$ cat config.mk
export PLATFORM = sky130hd
export DESIGN_NAME = potctl_twowire_slave
export DESIGN_NICKNAME = d
export VERILOG_FILES = /design/src/rtl/potctl_pkg.sv /design/src/rtl/potctl_line_sync.sv /design/src/rtl/potctl_decode.sv /design/src/rtl/potctl_link.sv /design/src/rtl/potctl_cmd_port.sv /design/src/rtl/potctl_twowire_slave.sv
export SDC_FILE = /design/constraint.sdc
export NUM_CORES = 1
export LEC_CHECK = 0
export ABC_AREA = 1
export ABC_CLOCK_PERIOD_IN_PS = 2450
export BUFFER_PORTS_ARGS = -buffer_cell sky130_fd_sc_hd__buf_2
export CAP_MARGIN = 20
export CORE_MARGIN = 2
export CORE_UTILIZATION = 28
export DETAILED_ROUTE_END_ITERATION = 10
export GPL_ROUTABILITY_DRIVEN = 0
export GPL_TIMING_DRIVEN = 1
export HOLD_SLACK_MARGIN = 0.05
export PLACE_DENSITY = 0.44
export SYNTH_ARGS = -nofsm -noshare
export SYNTH_HDL_FRONTEND = slang
export SYNTH_HIERARCHICAL = 1
export SYNTH_SLANG_ARGS = --single-unit
$ cat constraint.sdc
create_clock -name clk -period 2.45 [get_ports clk]
set_input_delay 0.245 -clock clk [delete_from_list [all_inputs] [get_ports clk]]
set_output_delay 0.245 -clock clk [all_outputs]
set_load 0.005 [all_outputs]
$ cat src/rtl/potctl_pkg.sv
package potctl_pkg;

  typedef enum logic [2:0] {
    CMD_RD_WIPER = 3'd0,
    CMD_RD_DATA  = 3'd1,
    CMD_XFER_D2W = 3'd2,
    CMD_WR_WIPER = 3'd3,
    CMD_WR_DATA  = 3'd4,
    CMD_XFER_W2D = 3'd5,
    CMD_NONE     = 3'd7
  } cmd_op_e;

  localparam logic [3:0] DEV_TYPE = 4'b0101;
  localparam int unsigned BYTE_W = 8;

  typedef struct packed {
    logic    ok;
    cmd_op_e op;
    logic    is_read;
    logic    has_data;
  } instr_dec_t;

  typedef enum logic [2:0] {
    S_IDLE, S_RX, S_ACKSET, S_ACK, S_TX, S_MACK, S_WAIT
  } link_st_e;

endpackage

$ cat src/rtl/potctl_line_sync.sv
module potctl_line_sync #(
  parameter int unsigned STAGES = 2
) (
  input  logic clk,
  input  logic rst_n,
  input  logic scl_i,
  input  logic sda_i,
  output logic scl_o,
  output logic sda_o,
  output logic scl_rise_o,
  output logic scl_fall_o,
  output logic start_o,
  output logic stop_o
);
  logic [STAGES-1:0] scl_pipe, sda_pipe;
  logic scl_q, sda_q;

  always_ff @(posedge clk or negedge rst_n) begin
    if (!rst_n) begin
      scl_pipe <= '1;
      sda_pipe <= '1;
      scl_q    <= 1'b1;
      sda_q    <= 1'b1;
    end else begin
      scl_pipe <= {scl_pipe[STAGES-2:0], scl_i};
      sda_pipe <= {sda_pipe[STAGES-2:0], sda_i};
      scl_q    <= scl_pipe[STAGES-1];
      sda_q    <= sda_pipe[STAGES-1];
    end
  end

  assign scl_o      = scl_pipe[STAGES-1];
  assign sda_o      = sda_pipe[STAGES-1];
  assign scl_rise_o = scl_o & ~scl_q;
  assign scl_fall_o = ~scl_o & scl_q;
  assign start_o    = scl_o & scl_q & sda_q & ~sda_o;
  assign stop_o     = scl_o & scl_q & ~sda_q & sda_o;


  start_single_chk: assert property (@(posedge clk) disable iff (!rst_n)
    start_o |=> !start_o);


  edge_excl_chk: assert property (@(posedge clk) disable iff (!rst_n)
    (scl_rise_o || scl_fall_o) |-> !(start_o || stop_o));

endmodule

$ cat src/rtl/potctl_decode.sv
module potctl_decode
  import potctl_pkg::*;
(
  input  logic       rw_i,
  input  logic [7:0] instr_i,
  output instr_dec_t dec_o
);
  always_comb begin
    dec_o.ok       = 1'b0;
    dec_o.op       = CMD_NONE;
    dec_o.is_read  = 1'b0;
    dec_o.has_data = 1'b0;
    if (!instr_i[4] && instr_i[1:0] == 2'b00) begin
      case ({rw_i, instr_i[7:5]})
        4'b1100: begin dec_o.ok = 1'b1; dec_o.op = CMD_RD_WIPER; dec_o.is_read = 1'b1; dec_o.has_data = 1'b1; end
        4'b1101: begin dec_o.ok = 1'b1; dec_o.op = CMD_RD_DATA;  dec_o.is_read = 1'b1; dec_o.has_data = 1'b1; end
        4'b1110: begin dec_o.ok = 1'b1; dec_o.op = CMD_XFER_D2W; end
        4'b0101: begin dec_o.ok = 1'b1; dec_o.op = CMD_WR_WIPER; dec_o.has_data = 1'b1; end
        4'b0110: begin dec_o.ok = 1'b1; dec_o.op = CMD_WR_DATA;  dec_o.has_data = 1'b1; end
        4'b0111: begin dec_o.ok = 1'b1; dec_o.op = CMD_XFER_W2D; end
        default: ;
      endcase
    end
  end
endmodule

$ cat src/rtl/potctl_link.sv
module potctl_link
  import potctl_pkg::*;
#(
  parameter int unsigned VAL_W = 10
) (
  input  logic             clk,
  input  logic             rst_n,
  input  logic             scl_s_i,
  input  logic             sda_s_i,
  input  logic             scl_rise_i,
  input  logic             scl_fall_i,
  input  logic             start_i,
  input  logic             stop_i,
  input  logic [2:0]       dev_addr_i,
  input  logic             hold_i,
  input  logic             rsp_valid_i,
  input  logic [VAL_W-1:0] rsp_data_i,
  output logic             sda_oe_o,
  output logic             issue_o,
  output cmd_op_e          issue_op_o,
  output logic [1:0]       issue_sel_o,
  output logic [VAL_W-1:0] issue_data_o
);
  localparam int unsigned HI_W  = VAL_W - BYTE_W;
  localparam int unsigned PAD_W = BYTE_W - HI_W;

  link_st_e         st, nxt;
  logic [2:0]       bcnt;
  logic [6:0]       sh;
  logic [1:0]       bidx;
  logic             rw, do_ack, armed, mack;
  logic [1:0]       sel;
  cmd_op_e          op;
  logic [VAL_W-1:0] wval, rval;
  logic [7:0]       txsh;
  logic [7:0]       byte_in, first_tx;
  instr_dec_t       dec;

  assign byte_in  = {sh, sda_s_i};
  assign first_tx = {{PAD_W{1'b0}}, rval[VAL_W-1:BYTE_W]};

  potctl_decode u_dec (.rw_i(rw), .instr_i(byte_in), .dec_o(dec));

  always_ff @(posedge clk or negedge rst_n) begin
    if (!rst_n) rval <= '0;
    else if (rsp_valid_i) rval <= rsp_data_i;
  end

  always_ff @(posedge clk or negedge rst_n) begin
    if (!rst_n) begin
      st           <= S_IDLE;
      nxt          <= S_IDLE;
      bcnt         <= '0;
      sh           <= '0;
      bidx         <= '0;
      rw           <= 1'b0;
      do_ack       <= 1'b0;
      armed        <= 1'b0;
      mack         <= 1'b0;
      sel          <= '0;
      op           <= CMD_NONE;
      wval         <= '0;
      txsh         <= '0;
      sda_oe_o     <= 1'b0;
      issue_o      <= 1'b0;
      issue_op_o   <= CMD_NONE;
      issue_sel_o  <= '0;
      issue_data_o <= '0;
    end else begin
      issue_o <= 1'b0;
      if (start_i) begin
        st       <= S_RX;
        bcnt     <= '0;
        bidx     <= '0;
        armed    <= 1'b0;
        sda_oe_o <= 1'b0;
      end else if (stop_i) begin
        if (armed) begin
          issue_o      <= 1'b1;
          issue_op_o   <= op;
          issue_sel_o  <= sel;
          issue_data_o <= wval;
        end
        armed    <= 1'b0;
        st       <= S_IDLE;
        sda_oe_o <= 1'b0;
      end else begin
        case (st)
          S_RX: if (scl_rise_i) begin
            sh   <= byte_in[6:0];
            bcnt <= bcnt + 3'd1;
            if (bcnt == 3'd7) begin
              st <= S_ACKSET;
              case (bidx)
                2'd0: begin
                  rw     <= byte_in[0];
                  do_ack <= (byte_in[7:4] == DEV_TYPE) && (byte_in[3:1] == dev_addr_i) && !hold_i;
                  nxt    <= S_RX;
                  bidx   <= 2'd1;
                end
                2'd1: begin
                  do_ack <= dec.ok;
                  op     <= dec.op;
                  sel    <= byte_in[3:2];
                  bidx   <= 2'd2;
                  if (dec.is_read) begin
                    issue_o      <= dec.ok;
                    issue_op_o   <= dec.op;
                    issue_sel_o  <= byte_in[3:2];
                    issue_data_o <= '0;
                    nxt          <= S_TX;
                  end else if (dec.has_data) begin
                    nxt <= S_RX;
                  end else begin
                    armed <= dec.ok;
                    nxt   <= S_WAIT;
                  end
                end
                2'd2: begin
                  wval[VAL_W-1:BYTE_W] <= byte_in[HI_W-1:0];
                  do_ack <= 1'b1;
                  nxt    <= S_RX;
                  bidx   <= 2'd3;
                end
                default: begin
                  wval[BYTE_W-1:0] <= byte_in;
                  do_ack <= 1'b1;
                  armed  <= 1'b1;
                  nxt    <= S_WAIT;
                end
              endcase
            end
          end
          S_ACKSET: if (scl_fall_i) begin
            if (do_ack) begin
              sda_oe_o <= 1'b1;
              st       <= S_ACK;
            end else begin
              st <= S_IDLE;
            end
          end
          S_ACK: if (scl_fall_i) begin
            bcnt <= '0;
            if (nxt == S_TX) begin
              txsh     <= first_tx;
              sda_oe_o <= ~first_tx[7];
            end else begin
              sda_oe_o <= 1'b0;
            end
            st <= nxt;
          end
          S_TX: if (scl_fall_i) begin
            if (bcnt == 3'd7) begin
              sda_oe_o <= 1'b0;
              st       <= S_MACK;
            end else begin
              bcnt     <= bcnt + 3'd1;
              txsh     <= {txsh[6:0], 1'b0};
              sda_oe_o <= ~txsh[6];
            end
          end
          S_MACK: begin
            if (scl_rise_i) mack <= ~sda_s_i;
            if (scl_fall_i) begin
              if (mack && bidx == 2'd2) begin
                bidx     <= 2'd3;
                bcnt     <= '0;
                txsh     <= rval[BYTE_W-1:0];
                sda_oe_o <= ~rval[BYTE_W-1];
                st       <= S_TX;
              end else begin
                st <= S_WAIT;
              end
            end
          end
          default: ;
        endcase
      end
    end
  end


  oe_edge_low_chk: assert property (@(posedge clk) disable iff (!rst_n)
    (sda_oe_o != $past(sda_oe_o)) |-> !$past(scl_s_i));


  wr_after_stop_chk: assert property (@(posedge clk) disable iff (!rst_n)
    (issue_o && !(issue_op_o inside {CMD_RD_WIPER, CMD_RD_DATA})) |-> $past(stop_i));


  rd_on_instr_chk: assert property (@(posedge clk) disable iff (!rst_n)
    (issue_o && (issue_op_o inside {CMD_RD_WIPER, CMD_RD_DATA})) |-> $past(scl_rise_i));


  oe_phase_chk: assert property (@(posedge clk) disable iff (!rst_n)
    sda_oe_o |-> (st == S_ACK || st == S_TX));

endmodule

$ cat src/rtl/potctl_cmd_port.sv
module potctl_cmd_port
  import potctl_pkg::*;
#(
  parameter int unsigned VAL_W = 10
) (
  input  logic             clk,
  input  logic             rst_n,
  input  logic             issue_i,
  input  cmd_op_e          issue_op_i,
  input  logic [1:0]       issue_sel_i,
  input  logic [VAL_W-1:0] issue_data_i,
  input  logic             ready_i,
  output logic             valid_o,
  output logic [2:0]       op_o,
  output logic [1:0]       sel_o,
  output logic [VAL_W-1:0] data_o
);
  always_ff @(posedge clk or negedge rst_n) begin
    if (!rst_n) begin
      valid_o <= 1'b0;
      op_o    <= '0;
      sel_o   <= '0;
      data_o  <= '0;
    end else if (issue_i) begin
      valid_o <= 1'b1;
      op_o    <= issue_op_i;
      sel_o   <= issue_sel_i;
      data_o  <= issue_data_i;
    end else if (valid_o && ready_i) begin
      valid_o <= 1'b0;
    end
  end


  stall_stable_chk: assert property (@(posedge clk) disable iff (!rst_n)
    (valid_o && !ready_i) |=> (valid_o && $stable(op_o) && $stable(sel_o) && $stable(data_o)));


  no_drop_chk: assert property (@(posedge clk) disable iff (!rst_n)
    issue_i |-> !(valid_o && !ready_i));

endmodule

$ cat src/rtl/potctl_twowire_slave.sv
module potctl_twowire_slave
  import potctl_pkg::*;
#(
  parameter int unsigned VAL_W       = 10,
  parameter int unsigned SYNC_STAGES = 2
) (
  input  logic             clk,
  input  logic             rst_n,
  input  logic [2:0]       dev_addr_i,
  input  logic             scl_i,
  input  logic             sda_i,
  output logic             sda_oe_o,
  input  logic             busy_i,
  output logic             cmd_valid_o,
  input  logic             cmd_ready_i,
  output logic [2:0]       cmd_op_o,
  output logic [1:0]       cmd_sel_o,
  output logic [VAL_W-1:0] cmd_data_o,
  input  logic             rsp_valid_i,
  input  logic [VAL_W-1:0] rsp_data_i
);
  logic scl_s, sda_s, scl_rise, scl_fall, start, stop;
  logic issue;
  cmd_op_e issue_op;
  logic [1:0] issue_sel;
  logic [VAL_W-1:0] issue_data;
  logic hold;

  assign hold = busy_i | cmd_valid_o;

  potctl_line_sync #(.STAGES(SYNC_STAGES)) u_sync (
    .clk(clk), .rst_n(rst_n), .scl_i(scl_i), .sda_i(sda_i),
    .scl_o(scl_s), .sda_o(sda_s), .scl_rise_o(scl_rise), .scl_fall_o(scl_fall),
    .start_o(start), .stop_o(stop)
  );

  potctl_link #(.VAL_W(VAL_W)) u_link (
    .clk(clk), .rst_n(rst_n), .scl_s_i(scl_s), .sda_s_i(sda_s),
    .scl_rise_i(scl_rise), .scl_fall_i(scl_fall), .start_i(start), .stop_i(stop),
    .dev_addr_i(dev_addr_i), .hold_i(hold),
    .rsp_valid_i(rsp_valid_i), .rsp_data_i(rsp_data_i),
    .sda_oe_o(sda_oe_o), .issue_o(issue), .issue_op_o(issue_op),
    .issue_sel_o(issue_sel), .issue_data_o(issue_data)
  );

  potctl_cmd_port #(.VAL_W(VAL_W)) u_port (
    .clk(clk), .rst_n(rst_n), .issue_i(issue), .issue_op_i(issue_op),
    .issue_sel_i(issue_sel), .issue_data_i(issue_data), .ready_i(cmd_ready_i),
    .valid_o(cmd_valid_o), .op_o(cmd_op_o), .sel_o(cmd_sel_o), .data_o(cmd_data_o)
  );

endmodule

==> impl_metrics.py <==
metrics = {
    "detailed_routing": {
        "drc_errors": 0,
        "drt-vias-per-instance": 4.44,
        "dr_total_vias": 3705,
        "wl_um": 10300,
        "detailedRoute.firstIterationViolations": 232,
        "final_antenna_net_count": 0,
        "firstDrtPassIters": 5,
        "route.detailed.wl_per_inst_um": 12.3,
    },
    "timing": {
        "fin_crit_ps": 1990,
        "max_clock_freq_mhz": 502,
        "grt_setup_unrepaired": "false",
        "fin_hold_viols": 0,
        "clock_skew_ps": 9.35,
        "final-max-slew-violation-count": 0,
        "final_setup_violation_count": 0,
        "setup_total_negative_slack_ps": 0,
        "relSlewSlack": 0.606,
        "timing_worst_slew_pin_value_ps": 590,
        "postLayoutSetupSlackWorst_ps": 456,
        "final_min_period_over_clock_period": 0.814,
        "whs_ps": 100,
    },
    "clock_tree": {
        "clkSinkCount": 93,
        "number_of_buffers_created_by_cts": 9,
        "cts.reportedPaths.clkPinSlew_ps": 70,
        "root_buffer_master": "clkbuf_16",
        "cts_max_level": 3,
        "max-clock-path-buffers": 2,
        "clk-insertion-delay-late_ps": 350,
        "cts_tree": "yes",
    },
    "die": {
        "floorplan.initialDensity": 0.283,
        "die-width_um": 133,
        "core_mm2": 0.0163,
        "rows": 47,
        "dieHeight_um": 133,
        "die_area_mm2": 0.0176,
        "ios": 37,
    },
    "power": {
        "power.density_mw_per_mm2": 799,
        "worst_ir_drop_vdd_mv": 0.353,
        "total_power_mw": 4.28,
        "power.leakage_nw": 2.68,
    },
    "setup_path": {
        "setup.worst_path.class": "flop to flop",
        "worstPathMaxFanout": 8,
        "timing.critical_path.mode_cell": "nand2_1",
        "setup.worst_path.start_class": "flop",
        "worst_r2r_path_depth": 10,
        "register_to_register_path_setup_slack_ps": 460,
        "critical_path.slowest_cell": "dfstp_2",
        "cp.required_ps": 2690,
        "critPathCaptureType": "flop",
        "crit_path_cell_trace": "inv_1, nand2_1, nor2_1, buf_4, nor2_1, nand3_1, nor2_4, nand2_4, nand2_1, nand2_1",
        "worst_ep_arrival_time_ps": 2230,
        "cpPeakStageDelay_ps": 610,
    },
    "synth": {
        "postSynthAreaPerCell_um2": 8.12,
        "netlist_area_mm2": 0.00463,
        "synth_sequential_area_ratio": 0.506,
        "number_of_cells_produced_by_synthesis": 570,
        "synth-seq-cells": 93,
        "ys_types": 38,
        "biggest_area_contributors_in_the_synthesized_netlist": "dfrtp_1, nand2_1, o21ai_0",
        "yosysWarningCount": 6,
        "total_nets_after_synthesis": 596,
        "post-synth-top-area-cell": "dfrtp_1",
        "yosys_top_cell_area_share": 0.438,
    },
    "global_routing": {
        "via_count_of_the_first_global_routing_pass": 3770,
        "grt_max_degree": 57,
        "groute.usage.overall": 0.128,
        "antenna_found_initial": 0,
        "grt_remaining_overflow": 0,
        "first_pass_grt_wire_length_um": 18300,
    },
    "placement": {
        "numPortBuffers": 36,
        "placed_cells_incl_taps": 815,
        "placedInstanceArea_mm2": 0.00501,
        "placement.setup.worst_slack_ps": 439,
        "dpl.hpwl_um": 7560,
    },
    "cells_and_area": {
        "postLayoutCoreUtil": 0.328,
        "final_net_count": 635,
        "flow.area_growth_from_synthesis_pct": 15.7,
        "stdcell_area_mm2": 0.00536,
        "final_cell_count_no_fill": 834,
        "drive_gt1_frac": 0.182,
        "multiInputGateArea_mm2": 0.00193,
        "regArea_mm2": 0.00234,
        "antenna_cells_inserted": 0,
        "number_of_fillers_in_the_final_layout": 1790,
    },
    "run_status": {
        "run_status": "complete, no violations",
    },
    "hold_path": {
        "min-delay-path-class": "input pin to flop",
        "min_delay_path_depth": 3,
    },
    "flow_run": {
        "max-cap-violations": 0,
    },
}
[report_power, final]
group	internal, mW	leakage, nW	switching (mW)
registers	1.70	1.22	0.136
clock network	0.816	0.153	0.657
logic	0.317	1.31	0.655
total	2.83	2.68	1.45
[routing by layer]
layer / vias up / part of all wire / GRT usage
li1: 1915 / - / -
met1: 1711 / 0.51 / 0.175
met2: 69 / 0.44 / 0.200
met3: 10 / 0.037 / 0.0264
met4: 0 / 0.016 / 0.0514
met5: - / 0 / 0
[Yosys cell counts (all sizes together)]
library cell and instances:
buf 10, dfstp 12, nand2 209, or2 1
ha 6, nand3b 2, o21ai 76, a31oi 1
o22ai 2, clkbuf 6, a21oi 11, nand3 36
inv 55, dfrtp 81, o211ai 1, nor3 4
mux2 1, nor2 49, nand4 7
[sequential cells by signal, summed over array words and instances, names as in the netlist, 3 cells and up]
register             flops
u_link/st                3
u_link/nxt               3
u_port/data_o           10
u_link/issue_data_o     10
u_link/sh                7
u_link/wval             10
u_link/op                3
u_link/txsh              7
u_link/rval             10
u_port/op_o              3
u_link/bcnt              3
u_link/issue_op_o        3
[final cells by class]
type,instances,share of cell area
Clock buffer,9,0.0420
Clock inverter,7,0.0168
Inverter,55,0.0423
Multi-Input combinational cell,406,0.361
Sequential cell,93,0.437
Tap cell,220,0.0514
Timing Repair Buffer,44,0.0491
[path summary, 6_finish.rpt]
| path | endpoint | start |
|---|---|---|
| max in group asynchronous | u_link/issue_op_o[0] | rst_n |
| min in group asynchronous | u_link/sh[1] | rst_n |
| worst max register to register | u_link/txsh[5] | u_sync/sda_pipe[1] |
| worst min register to register | u_sync/sda_pipe[1] | u_sync/sda_pipe[0] |
| worst min-delay path | u_link/rval[5] | rsp_data_i[5] |
| worst max-delay path | u_link/txsh[5] | u_sync/sda_pipe[1] |
[worst max-delay path, delay by kind of cell (launching register included)]
family	cells	cell delay [ps]
buffers and inverters	2	210
DFF	1	610
and+or+nand+nor	8	1060
[cell families after synthesis]
| family | count (synthesis) | synth area share |
|---|---|---|
| simple gates | 308 | 0.290 |
| flops | 93 | 0.506 |
| compound gates | 91 | 0.109 |
| buf+inv | 71 | 0.0765 |
| fa+ha+maj | 6 | 0.0162 |
| mux | 1 | 0.00243 |
[cell usage in the layout, fill, tap and decap left out, types with 2 or more instances in the layout]
cell,n
nor3_1,3
inv_6,2
o21ai_0,64
ha_1,6
dlygate4sd3_1,3
nor2_2,4
nand2_2,8
inv_4,3
nand4_1,7
buf_4,5
nand3b_1,2
nand2_4,4
inv_2,5
o21ai_2,7
o21ai_1,5
dfrtp_1,81
o22ai_1,2
nor2_4,3
inv_8,3
inv_1,45
buf_2,35
dfstp_2,12
nor2_1,42
nand3_1,34
nand2_1,197
clkbuf_16,9
a21oi_1,9
[repair_timing]
action,4_1_cts,5_1_grt
hold buffers,3,0
gates resized for setup,0,0
setup buffers,0,0
hold endpoints to repair,33,0
Power figures use the tool's default switching activity.
